<file path="config.mk">
export PLATFORM = sky130hd
export DESIGN_NAME = bdesc_stream_dma
export DESIGN_NICKNAME = d
export VERILOG_FILES = /design/src/rtl/bdma_pkg.sv /design/src/rtl/bdesc_dma_dpath.sv /design/src/rtl/bdesc_dma_ctrl.sv /design/src/rtl/bdesc_stream_dma.sv
export SDC_FILE = /design/constraint.sdc
export NUM_CORES = 2
export LEC_CHECK = 0
export BUFFER_PORTS_ARGS = -buffer_cell sky130_fd_sc_hd__buf_2
export CORE_MARGIN = 10
export CORE_UTILIZATION = 40
export CTS_CLUSTER_DIAMETER = 30
export DETAILED_ROUTE_END_ITERATION = 16
export SYNTH_ARGS = -nofsm -noshare
export SYNTH_HDL_FRONTEND = slang
export SYNTH_SLANG_ARGS = --single-unit
</file>
<file path="constraint.sdc">
create_clock -name clk -period 14.8 [get_ports clk]
set_input_delay 0.74 -clock clk [delete_from_list [all_inputs] [get_ports clk]]
set_output_delay 0.74 -clock clk [all_outputs]
set_load 0.01 [all_outputs]
</file>
<file path="src/rtl/bdma_pkg.sv">
package bdma_pkg;
  localparam int NUM_STREAMS = 4;
  localparam int DESC_DEPTH  = 4;
  localparam int LEN_W       = 16;

  localparam int CTL_RST  = 0;
  localparam int CTL_RUN  = 1;
  localparam int CTL_TAG  = 20;
  localparam int CTL_CMPL = 26;

  typedef enum logic [2:0] {
    SEL_CTRL    = 3'd0,
    SEL_CYCLEN  = 3'd1,
    SEL_LASTIDX = 3'd2,
    SEL_LIST_LO = 3'd3,
    SEL_LIST_HI = 3'd4,
    SEL_POS_LO  = 3'd5,
    SEL_POS_HI  = 3'd6
  } cfgSel_e;

  typedef struct packed {
    logic descWr;
    logic fetchDone;
    logic advance;
    logic setCmpl;
  } dmaStrobe_t;
endpackage

</file>
<file path="src/rtl/bdesc_dma_dpath.sv">
module bdesc_dma_dpath
  import bdma_pkg::*;
#(
  parameter int NS    = NUM_STREAMS,
  parameter int DD    = DESC_DEPTH,
  parameter int LW    = LEN_W,
  localparam int SW   = (NS > 1) ? $clog2(NS) : 1,
  localparam int IW   = (DD > 1) ? $clog2(DD) : 1
) (
  input  logic          clk,
  input  logic          rstN,
  input  logic          cfgWe,
  input  logic [SW-1:0] cfgStream,
  input  logic [2:0]    cfgSel,
  input  logic [31:0]   cfgData,
  input  dmaStrobe_t    strobe,
  input  logic [SW-1:0] curStream,
  input  logic [IW-1:0] fetchCnt,
  input  logic [LW-1:0] left,
  input  logic [127:0]  memRData,
  output logic [NS-1:0] runVec,
  output logic [NS-1:0] cmplVec,
  output logic [NS-1:0] fetchPendVec,
  output logic [NS*4-1:0] tagFlat,
  output logic [IW-1:0] fetchLast,
  output logic [63:0]   fetchAddr,
  output logic [LW-1:0] chunk,
  output logic [63:0]   moveAddr,
  output logic          willIrq,
  output logic          posEn,
  output logic [63:0]   posWrAddr,
  output logic [31:0]   posWrData,
  output logic [31:0]   posOut
);
  logic [NS-1:0] runQ, cmplQ, fetchPendQ;
  logic [3:0]    tagQ      [NS];
  logic [31:0]   cycLenQ   [NS];
  logic [31:0]   posQ      [NS];
  logic [31:0]   offQ      [NS];
  logic [IW-1:0] idxQ      [NS];
  logic [IW-1:0] lastIdxQ  [NS];
  logic [63:0]   listBaseQ [NS];
  logic [63:0]   posBaseQ;

  logic [63:0]   dAddrQ [NS][DD];
  logic [31:0]   dLenQ  [NS][DD];
  logic [DD-1:0] dIrqQ  [NS];

  logic [IW-1:0] curIdx;
  logic [31:0]   curLen, curOff, curPos, toBufEnd, toDescEnd, chunkW;
  logic [31:0]   offNext, posSum, posNext;
  logic          descEnd;

  genvar gs;
  generate
    for (gs = 0; gs < NS; gs++) begin : g_tag
      assign tagFlat[gs*4 +: 4] = tagQ[gs];
    end
  endgenerate

  assign runVec       = runQ;
  assign cmplVec      = cmplQ;
  assign fetchPendVec = fetchPendQ;

  always_comb begin
    curIdx    = idxQ[curStream];
    curLen    = dLenQ[curStream][curIdx];
    curOff    = offQ[curStream];
    curPos    = posQ[curStream];
    toBufEnd  = cycLenQ[curStream] - curPos;
    toDescEnd = curLen - curOff;
    chunkW    = {{(32-LW){1'b0}}, left};
    if (toBufEnd < chunkW)  chunkW = toBufEnd;
    if (toDescEnd < chunkW) chunkW = toDescEnd;
    chunk     = chunkW[LW-1:0];
    moveAddr  = dAddrQ[curStream][curIdx] + {32'b0, curOff};
    offNext   = curOff + chunkW;
    descEnd   = (offNext == curLen);
    willIrq   = descEnd && dIrqQ[curStream][curIdx];
    posSum    = curPos + chunkW;
    posNext   = (posSum == cycLenQ[curStream]) ? 32'd0 : posSum;
  end

  assign fetchLast = lastIdxQ[curStream];
  assign fetchAddr = listBaseQ[curStream] + {{(60-IW){1'b0}}, fetchCnt, 4'b0000};
  assign posEn     = posBaseQ[0];
  assign posWrAddr = {posBaseQ[63:1], 1'b0} + {{(61-SW){1'b0}}, curStream, 3'b000};
  assign posWrData = posQ[curStream];
  assign posOut    = posQ[cfgStream];

  // descriptor storage: written only by fetches, needs no reset
  always_ff @(posedge clk) begin
    if (strobe.descWr) begin
      dAddrQ[curStream][fetchCnt] <= memRData[63:0];
      dLenQ[curStream][fetchCnt]  <= memRData[95:64];
      dIrqQ[curStream][fetchCnt]  <= memRData[96];
    end
  end

  always_ff @(posedge clk) begin
    if (!rstN) begin
      runQ       <= '0;
      cmplQ      <= '0;
      fetchPendQ <= '0;
      posBaseQ   <= '0;
      for (int s = 0; s < NS; s++) begin
        tagQ[s]      <= '0;
        cycLenQ[s]   <= '0;
        posQ[s]      <= '0;
        offQ[s]      <= '0;
        idxQ[s]      <= '0;
        lastIdxQ[s]  <= '0;
        listBaseQ[s] <= '0;
      end
    end else begin
      if (strobe.advance) begin
        posQ[curStream] <= posNext;
        if (descEnd) begin
          offQ[curStream] <= '0;
          idxQ[curStream] <= (curIdx == lastIdxQ[curStream]) ? '0 : curIdx + 1'b1;
        end else begin
          offQ[curStream] <= offNext;
        end
      end
      if (strobe.setCmpl)   cmplQ[curStream]      <= 1'b1;
      if (strobe.fetchDone) fetchPendQ[curStream] <= 1'b0;
      if (cfgWe) begin
        unique case (cfgSel)
          SEL_CTRL: begin
            if (cfgData[CTL_RST]) begin
              runQ[cfgStream]       <= 1'b0;
              fetchPendQ[cfgStream] <= 1'b0;
              cmplQ[cfgStream]      <= 1'b0;
              posQ[cfgStream]       <= '0;
              offQ[cfgStream]       <= '0;
              idxQ[cfgStream]       <= '0;
            end else begin
              runQ[cfgStream] <= cfgData[CTL_RUN];
              tagQ[cfgStream] <= cfgData[CTL_TAG +: 4];
              if (cfgData[CTL_CMPL]) cmplQ[cfgStream] <= 1'b0;
              if (!cfgData[CTL_RUN]) fetchPendQ[cfgStream] <= 1'b0;
              else if (!runQ[cfgStream]) begin
                fetchPendQ[cfgStream] <= 1'b1;
                posQ[cfgStream]       <= '0;
                offQ[cfgStream]       <= '0;
                idxQ[cfgStream]       <= '0;
              end
            end
          end
          SEL_CYCLEN:  cycLenQ[cfgStream]         <= cfgData;
          SEL_LASTIDX: lastIdxQ[cfgStream]        <= cfgData[IW-1:0];
          SEL_LIST_LO: listBaseQ[cfgStream][31:0] <= cfgData;
          SEL_LIST_HI: listBaseQ[cfgStream][63:32] <= cfgData;
          SEL_POS_LO:  posBaseQ[31:0]             <= cfgData;
          SEL_POS_HI:  posBaseQ[63:32]            <= cfgData;
          default: ;
        endcase
      end
    end
  end

  AST_POS_WRAPPED: assert property (@(posedge clk) disable iff (!rstN)
    strobe.advance && !cfgWe |=> posQ[$past(curStream)] != cycLenQ[$past(curStream)]);
  AST_IDX_IN_LIST: assert property (@(posedge clk) disable iff (!rstN)
    strobe.advance && !cfgWe && idxQ[curStream] <= lastIdxQ[curStream]
    |=> idxQ[$past(curStream)] <= lastIdxQ[$past(curStream)]);
endmodule

</file>
<file path="src/rtl/bdesc_dma_ctrl.sv">
module bdesc_dma_ctrl
  import bdma_pkg::*;
#(
  parameter int NS    = NUM_STREAMS,
  parameter int DD    = DESC_DEPTH,
  parameter int LW    = LEN_W,
  localparam int SW   = (NS > 1) ? $clog2(NS) : 1,
  localparam int IW   = (DD > 1) ? $clog2(DD) : 1
) (
  input  logic          clk,
  input  logic          rstN,
  input  logic          xferValid,
  input  logic [3:0]    xferTag,
  input  logic          xferToLink,
  input  logic [LW-1:0] xferLen,
  output logic          xferDone,
  output logic          xferOk,
  output logic          memValid,
  input  logic          memReady,
  output logic          memWrite,
  output logic [63:0]   memAddr,
  output logic [LW-1:0] memLen,
  output logic [31:0]   memWData,
  input  logic          memRespValid,
  input  logic [NS-1:0] runVec,
  input  logic [NS-1:0] cmplVec,
  input  logic [NS-1:0] fetchPendVec,
  input  logic [NS*4-1:0] tagFlat,
  input  logic [IW-1:0] fetchLast,
  input  logic [63:0]   fetchAddr,
  input  logic [LW-1:0] chunk,
  input  logic [63:0]   moveAddr,
  input  logic          willIrq,
  input  logic          posEn,
  input  logic [63:0]   posWrAddr,
  input  logic [31:0]   posWrData,
  output dmaStrobe_t    strobe,
  output logic [SW-1:0] curStream,
  output logic [IW-1:0] fetchCnt,
  output logic [LW-1:0] left
);
  typedef enum logic [2:0] {
    S_IDLE, S_FREQ, S_FWAIT, S_MREQ, S_MWAIT, S_PREQ, S_PWAIT, S_DONE
  } state_e;

  state_e        state;
  logic          dirQ, irqPend, okQ;
  logic          matchHit, pendAny;
  logic [SW-1:0] matchSel, pendSel;

  always_comb begin
    matchHit = 1'b0;
    matchSel = '0;
    pendAny  = 1'b0;
    pendSel  = '0;
    for (int s = NS - 1; s >= 0; s--) begin
      if (tagFlat[s*4 +: 4] == xferTag) begin
        matchHit = 1'b1;
        matchSel = SW'(s);
      end
      if (fetchPendVec[s]) begin
        pendAny = 1'b1;
        pendSel = SW'(s);
      end
    end
  end

  always_comb begin
    memValid = 1'b0;
    memWrite = 1'b0;
    memAddr  = '0;
    memLen   = '0;
    unique case (state)
      S_FREQ: begin memValid = 1'b1; memAddr = fetchAddr; memLen = LW'(16); end
      S_MREQ: begin memValid = 1'b1; memAddr = moveAddr;  memLen = chunk; memWrite = !dirQ; end
      S_PREQ: begin memValid = 1'b1; memAddr = posWrAddr; memLen = LW'(4); memWrite = 1'b1; end
      default: ;
    endcase
  end

  assign memWData         = posWrData;
  assign xferDone         = (state == S_DONE);
  assign xferOk           = okQ;
  assign strobe.descWr    = (state == S_FWAIT) && memRespValid;
  assign strobe.fetchDone = strobe.descWr && (fetchCnt == fetchLast);
  assign strobe.advance   = (state == S_MWAIT) && memRespValid;
  assign strobe.setCmpl   = (state == S_DONE) && okQ && irqPend;

  always_ff @(posedge clk) begin
    if (!rstN) begin
      state     <= S_IDLE;
      curStream <= '0;
      fetchCnt  <= '0;
      left      <= '0;
      dirQ      <= 1'b0;
      irqPend   <= 1'b0;
      okQ       <= 1'b0;
    end else begin
      unique case (state)
        S_IDLE: begin
          if (pendAny) begin
            curStream <= pendSel;
            fetchCnt  <= '0;
            state     <= S_FREQ;
          end else if (xferValid) begin
            if (!matchHit || !runVec[matchSel] || cmplVec[matchSel]) begin
              okQ   <= 1'b0;
              state <= S_DONE;
            end else begin
              curStream <= matchSel;
              left      <= xferLen;
              dirQ      <= xferToLink;
              irqPend   <= 1'b0;
              okQ       <= 1'b1;
              if (xferLen != '0) state <= S_MREQ;
              else               state <= posEn ? S_PREQ : S_DONE;
            end
          end
        end
        S_FREQ: if (memReady) state <= S_FWAIT;
        S_FWAIT: if (memRespValid) begin
          if (fetchCnt == fetchLast) state <= S_IDLE;
          else begin
            fetchCnt <= fetchCnt + 1'b1;
            state    <= S_FREQ;
          end
        end
        S_MREQ: if (memReady) state <= S_MWAIT;
        S_MWAIT: if (memRespValid) begin
          left    <= left - chunk;
          irqPend <= irqPend | willIrq;
          if (left == chunk) state <= posEn ? S_PREQ : S_DONE;
          else               state <= S_MREQ;
        end
        S_PREQ:  if (memReady) state <= S_PWAIT;
        S_PWAIT: if (memRespValid) state <= S_DONE;
        S_DONE:  state <= S_IDLE;
        default: state <= S_IDLE;
      endcase
    end
  end

  AST_REQ_HOLD: assert property (@(posedge clk) disable iff (!rstN)
    memValid && !memReady |=> memValid && $stable(memAddr) && $stable(memLen) && $stable(memWrite));
  AST_CHUNK_FITS: assert property (@(posedge clk) disable iff (!rstN)
    state == S_MREQ |-> chunk != '0 && chunk <= left);
  AST_NO_MOVE_PENDING: assert property (@(posedge clk) disable iff (!rstN)
    state == S_MREQ |-> runVec[curStream] && !cmplVec[curStream]);
  AST_FETCH_FIRST: assert property (@(posedge clk) disable iff (!rstN)
    state == S_MREQ |-> !fetchPendVec[curStream]);
  AST_DONE_PULSE: assert property (@(posedge clk) disable iff (!rstN)
    xferDone |=> !xferDone);
endmodule

</file>
<file path="src/rtl/bdesc_stream_dma.sv">
module bdesc_stream_dma
  import bdma_pkg::*;
#(
  parameter int NS    = NUM_STREAMS,
  parameter int DD    = DESC_DEPTH,
  parameter int LW    = LEN_W,
  localparam int SW   = (NS > 1) ? $clog2(NS) : 1,
  localparam int IW   = (DD > 1) ? $clog2(DD) : 1
) (
  input  logic          clk,
  input  logic          rstN,
  input  logic          cfgWe,
  input  logic [SW-1:0] cfgStream,
  input  logic [2:0]    cfgSel,
  input  logic [31:0]   cfgData,
  output logic [31:0]   posOut,
  output logic [NS-1:0] cmplPend,
  input  logic          xferValid,
  input  logic [3:0]    xferTag,
  input  logic          xferToLink,
  input  logic [LW-1:0] xferLen,
  output logic          xferDone,
  output logic          xferOk,
  output logic          memValid,
  input  logic          memReady,
  output logic          memWrite,
  output logic [63:0]   memAddr,
  output logic [LW-1:0] memLen,
  output logic [31:0]   memWData,
  input  logic          memRespValid,
  input  logic [127:0]  memRData
);
  dmaStrobe_t    strobe;
  logic [SW-1:0] curStream;
  logic [IW-1:0] fetchCnt, fetchLast;
  logic [LW-1:0] left, chunk;
  logic [NS-1:0] runVec, fetchPendVec;
  logic [NS*4-1:0] tagFlat;
  logic [63:0]   fetchAddr, moveAddr, posWrAddr;
  logic [31:0]   posWrData;
  logic          willIrq, posEn;

  bdesc_dma_ctrl #(.NS(NS), .DD(DD), .LW(LW)) u_ctrl (
    .clk, .rstN, .xferValid, .xferTag, .xferToLink, .xferLen, .xferDone, .xferOk,
    .memValid, .memReady, .memWrite, .memAddr, .memLen, .memWData, .memRespValid,
    .runVec, .cmplVec(cmplPend), .fetchPendVec, .tagFlat, .fetchLast, .fetchAddr,
    .chunk, .moveAddr, .willIrq, .posEn, .posWrAddr, .posWrData,
    .strobe, .curStream, .fetchCnt, .left
  );

  bdesc_dma_dpath #(.NS(NS), .DD(DD), .LW(LW)) u_dpath (
    .clk, .rstN, .cfgWe, .cfgStream, .cfgSel, .cfgData, .strobe, .curStream,
    .fetchCnt, .left, .memRData, .runVec, .cmplVec(cmplPend), .fetchPendVec,
    .tagFlat, .fetchLast, .fetchAddr, .chunk, .moveAddr, .willIrq, .posEn,
    .posWrAddr, .posWrData, .posOut
  );
endmodule

</file>
# == Word-level counts from Yosys, hierarchy flattened ==
# Memory sizes are Yosys's and may differ from the RTL's. A register that Yosys moved wholly into a read port is not among the register bits.
# Index checks and enable logic that the tools add are counted.
# totals
ram_bits,2224
regBits,102
latchBits,0
out_inout_bits,152
n_memories,10
rom_bits,0
wordCells,334
inputBits,192
# mem_list
name,words,word_bits,read_ports,rd_ports_with_merged_regs,write_ports,line_no,text
u_dpath.dAddrQ,4,256,1,1,1,bdesc_dma_dpath.sv:45,logic [63:0] dAddrQ [NS][DD];
u_dpath.dLenQ,4,128,1,1,1,bdesc_dma_dpath.sv:46,logic [31:0] dLenQ [NS][DD];
u_dpath.listBaseQ,4,64,1,1,4,bdesc_dma_dpath.sv:42,logic [63:0] listBaseQ [NS];
u_dpath.cycLenQ,4,32,1,1,4,bdesc_dma_dpath.sv:37,logic [31:0] cycLenQ [NS];
u_dpath.offQ,4,32,1,1,4,bdesc_dma_dpath.sv:39,logic [31:0] offQ [NS];
u_dpath.posQ,4,32,2,1,4,bdesc_dma_dpath.sv:38,logic [31:0] posQ [NS];
+4 memories,n/a,n/a,n/a,n/a,n/a,n/a,
# op_classes
div_mod_pow,0
add_sub_neg,10
shifts,0
eq_ne,35
bitwise_logic,17
mul,0
order_cmp,13
muxes,196
reduce_logical,41
# op_table
cell,count
32-bit 2-to-1 mux,14
256-bit 2-to-1 mux,1
64-bit 2-to-1 mux,4
64-bit case mux with 3 select lines,1
32-bit OR reduction,5
64-bit binary-select mux with 2-bit select,1
64-bit demux with 2-bit select,1
128-bit 2-to-1 mux,1
2-bit 2-to-1 mux,49
1-bit 2-to-1 mux,77
32-bit adder,2
64-bit by 32-bit adder with 64-bit output,1
64-bit by 5-bit adder with 64-bit output,1
64-bit by 6-bit adder with 64-bit output,1
32-bit binary-select mux with 2-bit select,1
32-bit demux with 2-bit select,1
32-bit == test,2
16-bit 2-to-1 mux,4
4-bit 2-to-1 mux,16
64-bit OR reduction,1
32-bit subtractor,2
16-bit case mux with 3 select lines,1
3-bit 2-to-1 mux,11
32-bit by 16-bit less-than comparator with 1-bit output,1
other kinds (43),113

# == Longest topological paths before layout ==
# depth
ltp_word,16
depth_mapped,73
mapped_depth_nobuf,52

# == By module ==
# Synthesis repeated with hierarchy kept, for this count alone.
# unflattened
cells_unflattened,7749
hier_area_um2,110068.1
# modules_own_cells
mod,cells_per_inst,instances,seq_area_each_um2,area_per_inst_um2
bdesc_dma_dpath,7078,1,65663.0,105551.2
bdesc_dma_ctrl,671,1,520.5,4516.8

# == Least setup slack after synthesis ==
# Ideal clock, no wire load.
# synth_timing
path_kind,reg-to-reg
from,register with a tool-made name
to,memory u_dpath.posQ[0][24]
stages_incl_launch_ff,71
setup_ps,141
t_required_ps,14659
path_buffers,24
path_slack_ps,-1348
period_less_slack_ps,16148
arrival_time_ps,16007
cell_sequence,dfxtp_1 buf_4 buf_6 buf_4 buf_4 buf_6 buf_4 buf_6 buf_4 buf_4 buf_4 buf_4 buf_4 buf_4 buf_4 buf_2 buf_2 mux4_2 [... 35 more ...] and2_1 ha_1 clkbuf_1 and4_1 and2_1 o21ai_1 nand2_1 a211o_1 a311o_1 clkbuf_1 o31ai_1 xnor3_1 or4_1 or4_1 o21ai_1 clkbuf_1 clkbuf_1 o21ai_0
# synth_lines
item,line_no
"end, declared",bdesc_dma_dpath.sv:38

==> summary.txt <==
clock latency on the worst-skew pair -> 0.97 ns
Slew @ Worst Pin -> 1.32 ns
H-tree lvl count -> 5
pin count of the biggest net entering global routing -> 117
Final Power -> 0.0212 W
WP data required -> 15.47 ns
Slew HR -> 0.113
vias -> 71800
min-delay worst type -> input port to flop
HPWL after DPL -> 226000 um
all-layer global routing usage -> 0.230
# DRC -> 0
core box area -> 271000 um2
final setup vio count -> 0
Die ar. -> 293000 um2
die extent in x -> 541 um
unrepaired setup endpoints after global routing -> no
critical path's largest stage delay -> 0.62 ns
die height -> 541 um
Synth top area share -> 0.542
Setup CP Type -> flop to flop
sequential share of the synthesized area -> 0.610
Critical Path Slowest Stage Cell -> mux4_2
most frequent cells after synthesis -> edfxtp_1, nand2_1, mux4_2
# fillers -> 23100
NumNets Final -> 8788
Final Cell Area -> 132000 um2
first-pass GRT wire length -> 501000 um
setup ws final -> 0.609 ns
worst-path maximum fanout -> 29
Post-synth EDFFs -> 1960
fmax -> 0.0705 GHz
Hold Path Sink -> u_dpath.dLenQ[3][43]
VDD IR-drop max -> 124 uV
post-synth top area cell -> edfxtp_1
Pre-antenna DRT Iters -> 7
Worst Path Arrival -> 14.86 ns
hold depth -> 1
top_reg_cell synth -> edfxtp_1
Hold WS -> 0.142 ns
Num CTS Buffers -> 444
layout cells sized above 1 -> 0.244
most frequent cell after synthesis -> edfxtp_1
GR Overflow Total -> 0
Area Growth Syn to Fin -> 21.1%
CTS max path bufs -> 4
routability congestion estimate -> 0.942
FF-to-FF End -> u_dpath.posQ[0][16]
DR iter-0 viols -> 7223
synthesis-stage register bit count -> 2328
DP Worst Slack -> 0.482 ns
ys async rst share -> 0
Final Critical Period -> 14.19 ns
Starting Density -> 0.401
power per cell area -> 161 nW/um2
Final Cycle Share -> 0.959
CTS clk-pin slew, worst paths -> 0.06 ns
Leak Pwr -> 45.5 nW
min-delay src -> memRData[75]
status -> completed
synthesized area -> 109000 um2
Post-Synthesis Cells -> 7637
max cap viols -> 0
std cell rows -> 191
drt total wl -> 350000 um
clock sinks -> 2328
antenna-violating nets left -> 0
synth top area cells -> edfxtp_1, mux4_2, dfxtp_1
R2R cell count -> 54
Placed Area -> 116000 um2
io pins -> 344
TritonCTS clock tree -> built
CTS Hold Bufs -> 0
Setup crit end kind -> flop
Root Buffer -> clkbuf_16
Slew Viols, Final -> 0
Port Buffers -> 312
initial antenna violation count -> 67
Worst R2R Setup Slack -> 0.61 ns
Mean Syn Cell Area -> 14.2 um2
Fin Setup TNS -> 0 ns
clock skew -> 0.172 ns
WL per Instance -> 28.4 um
vias in the first global route -> 70800
Distinct cells, synth -> 88
Fin. Hold Viols -> 0
synth warn -> 0
Crit path top cell by count -> buf_4
DR vias/cell -> 5.83
critical path startpoint category -> flop
==> metal layers <==
metal | vias to the layer above | global-route usage | routed length, um
met5 | - | 0 | 274
met1 | 36800 | 0.316 | 145000
met4 | 40 | 0.0840 | 14500
met3 | 653 | 0.0498 | 30600
met2 | 3210 | 0.361 | 160000
li1 | 31100 | - | -
==> report_power, final <==
part           switching (W)  leakage, nW  internal, W
sequential         0.0000612         20.8      0.00726
combinational        0.00243         17.4      0.00143
clock                0.00349         7.30      0.00653
total                0.00598         45.5       0.0152
==> through the flow <==
stage / cells / util
after detailed placement: 11500 / 0.430
after global routing: 12300 / 0.486
after floorplan: 7652 / -
after CTS: 12300 / 0.486
final: 12300 / 0.486
after global placement: 11500 / 0.430
==> logic make-up after synthesis <==
family | synth area share
xor+xnor | 0.0312
mux | 0.133
compound gates | 0.0829
simple gates | 0.0901
fa+ha+maj | 0.0280
buf+inv | 0.0253
flops | 0.610
other cells | 0.0000345
==> repair_timing <==
item | in CTS | in global routing
gates resized for setup | 0 | 8
buffers inserted | 0 | 1
setup endpoints to repair | 0 | 261
==> layout by cell type, fill, tap and decap left out, types with 94 or more instances in the layout <==
master	synthesis	layout
nand3_1	123	123
xor2_1	144	144
buf_4	35	365
nand2_1	689	684
dfxtp_1	368	363
ha_1	230	230
nor2_1	366	339
mux2i_1	149	148
a211oi_1	130	129
a32o_1	94	94
buf_2	70	311
and2_1	323	320
xnor2_1	198	198
nor2b_1	127	127
mux4_2	564	562
clkbuf_16	0	451
o21ai_0	304	295
a21oi_1	208	207
inv_1	218	218
edfxtp_1	1960	1960
==> worst max-delay path, delay by kind of cell, from the launching register on <==
family                   cells  cell delay, ns
buffers and inverters        8            1.55
AND/OR/NAND/NOR             17            4.88
flip-flops                   1            0.59
adder cells (fa/ha/maj)      5            1.64
AO/OA/AOI/OAI               20            3.92
XOR/XNOR                     2            0.39
multiplexers                 2            0.96
==> cell type report <==
class                   instances  area (um2)  area share
well taps                    3570        4470      0.0340
inverters                     218         818     0.00622
multi-input cells            4668       40100       0.305
clock inverters               317        3520      0.0267
diodes                         18        45.0    0.000342
repair buffers                698        4720      0.0359
clock buffers                 509       11700      0.0887
flip-flops and latches       2328       66200       0.504
==> worst max-delay path by stage <==
stage | cells past startpoint | from | slack (ns) | to
2_1_floorplan | 68 | flop | 0.01 | u_dpath.posQ[0][23]
3_3_place_gp | 49 | flop | 0.60 | u_dpath.posQ[0][22]
3_5_place_dp | 50 | flop | 0.48 | u_dpath.posQ[0][19]
4_1_cts | 49 | flop | 0.36 | u_dpath.posQ[0][22]
5_1_grt | 54 | flop | 0.01 | u_dpath.posQ[0][22]
6_report | 54 | flop | 0.61 | u_dpath.posQ[0][16]
==> registers in the layout, summed over array words and instances, names as in the netlist, 3 cells and up, named ones only <==
name,cells
u_dpath.offQ,128
u_dpath.posBaseQ,64
u_dpath.dAddrQ,1024
u_dpath.tagQ,16
u_ctrl.left,16
u_dpath.dLenQ,512
u_ctrl.state,3
u_dpath.posQ,128
u_dpath.runVec,4
u_dpath.fetchPendVec,4
u_dpath.lastIdxQ,8
u_dpath.listBaseQ,256
u_dpath.dIrqQ,16
u_dpath.cycLenQ,128
u_dpath.idxQ,8
u_dpath.cmplVec,4
(Power assumes the default switching activity.)
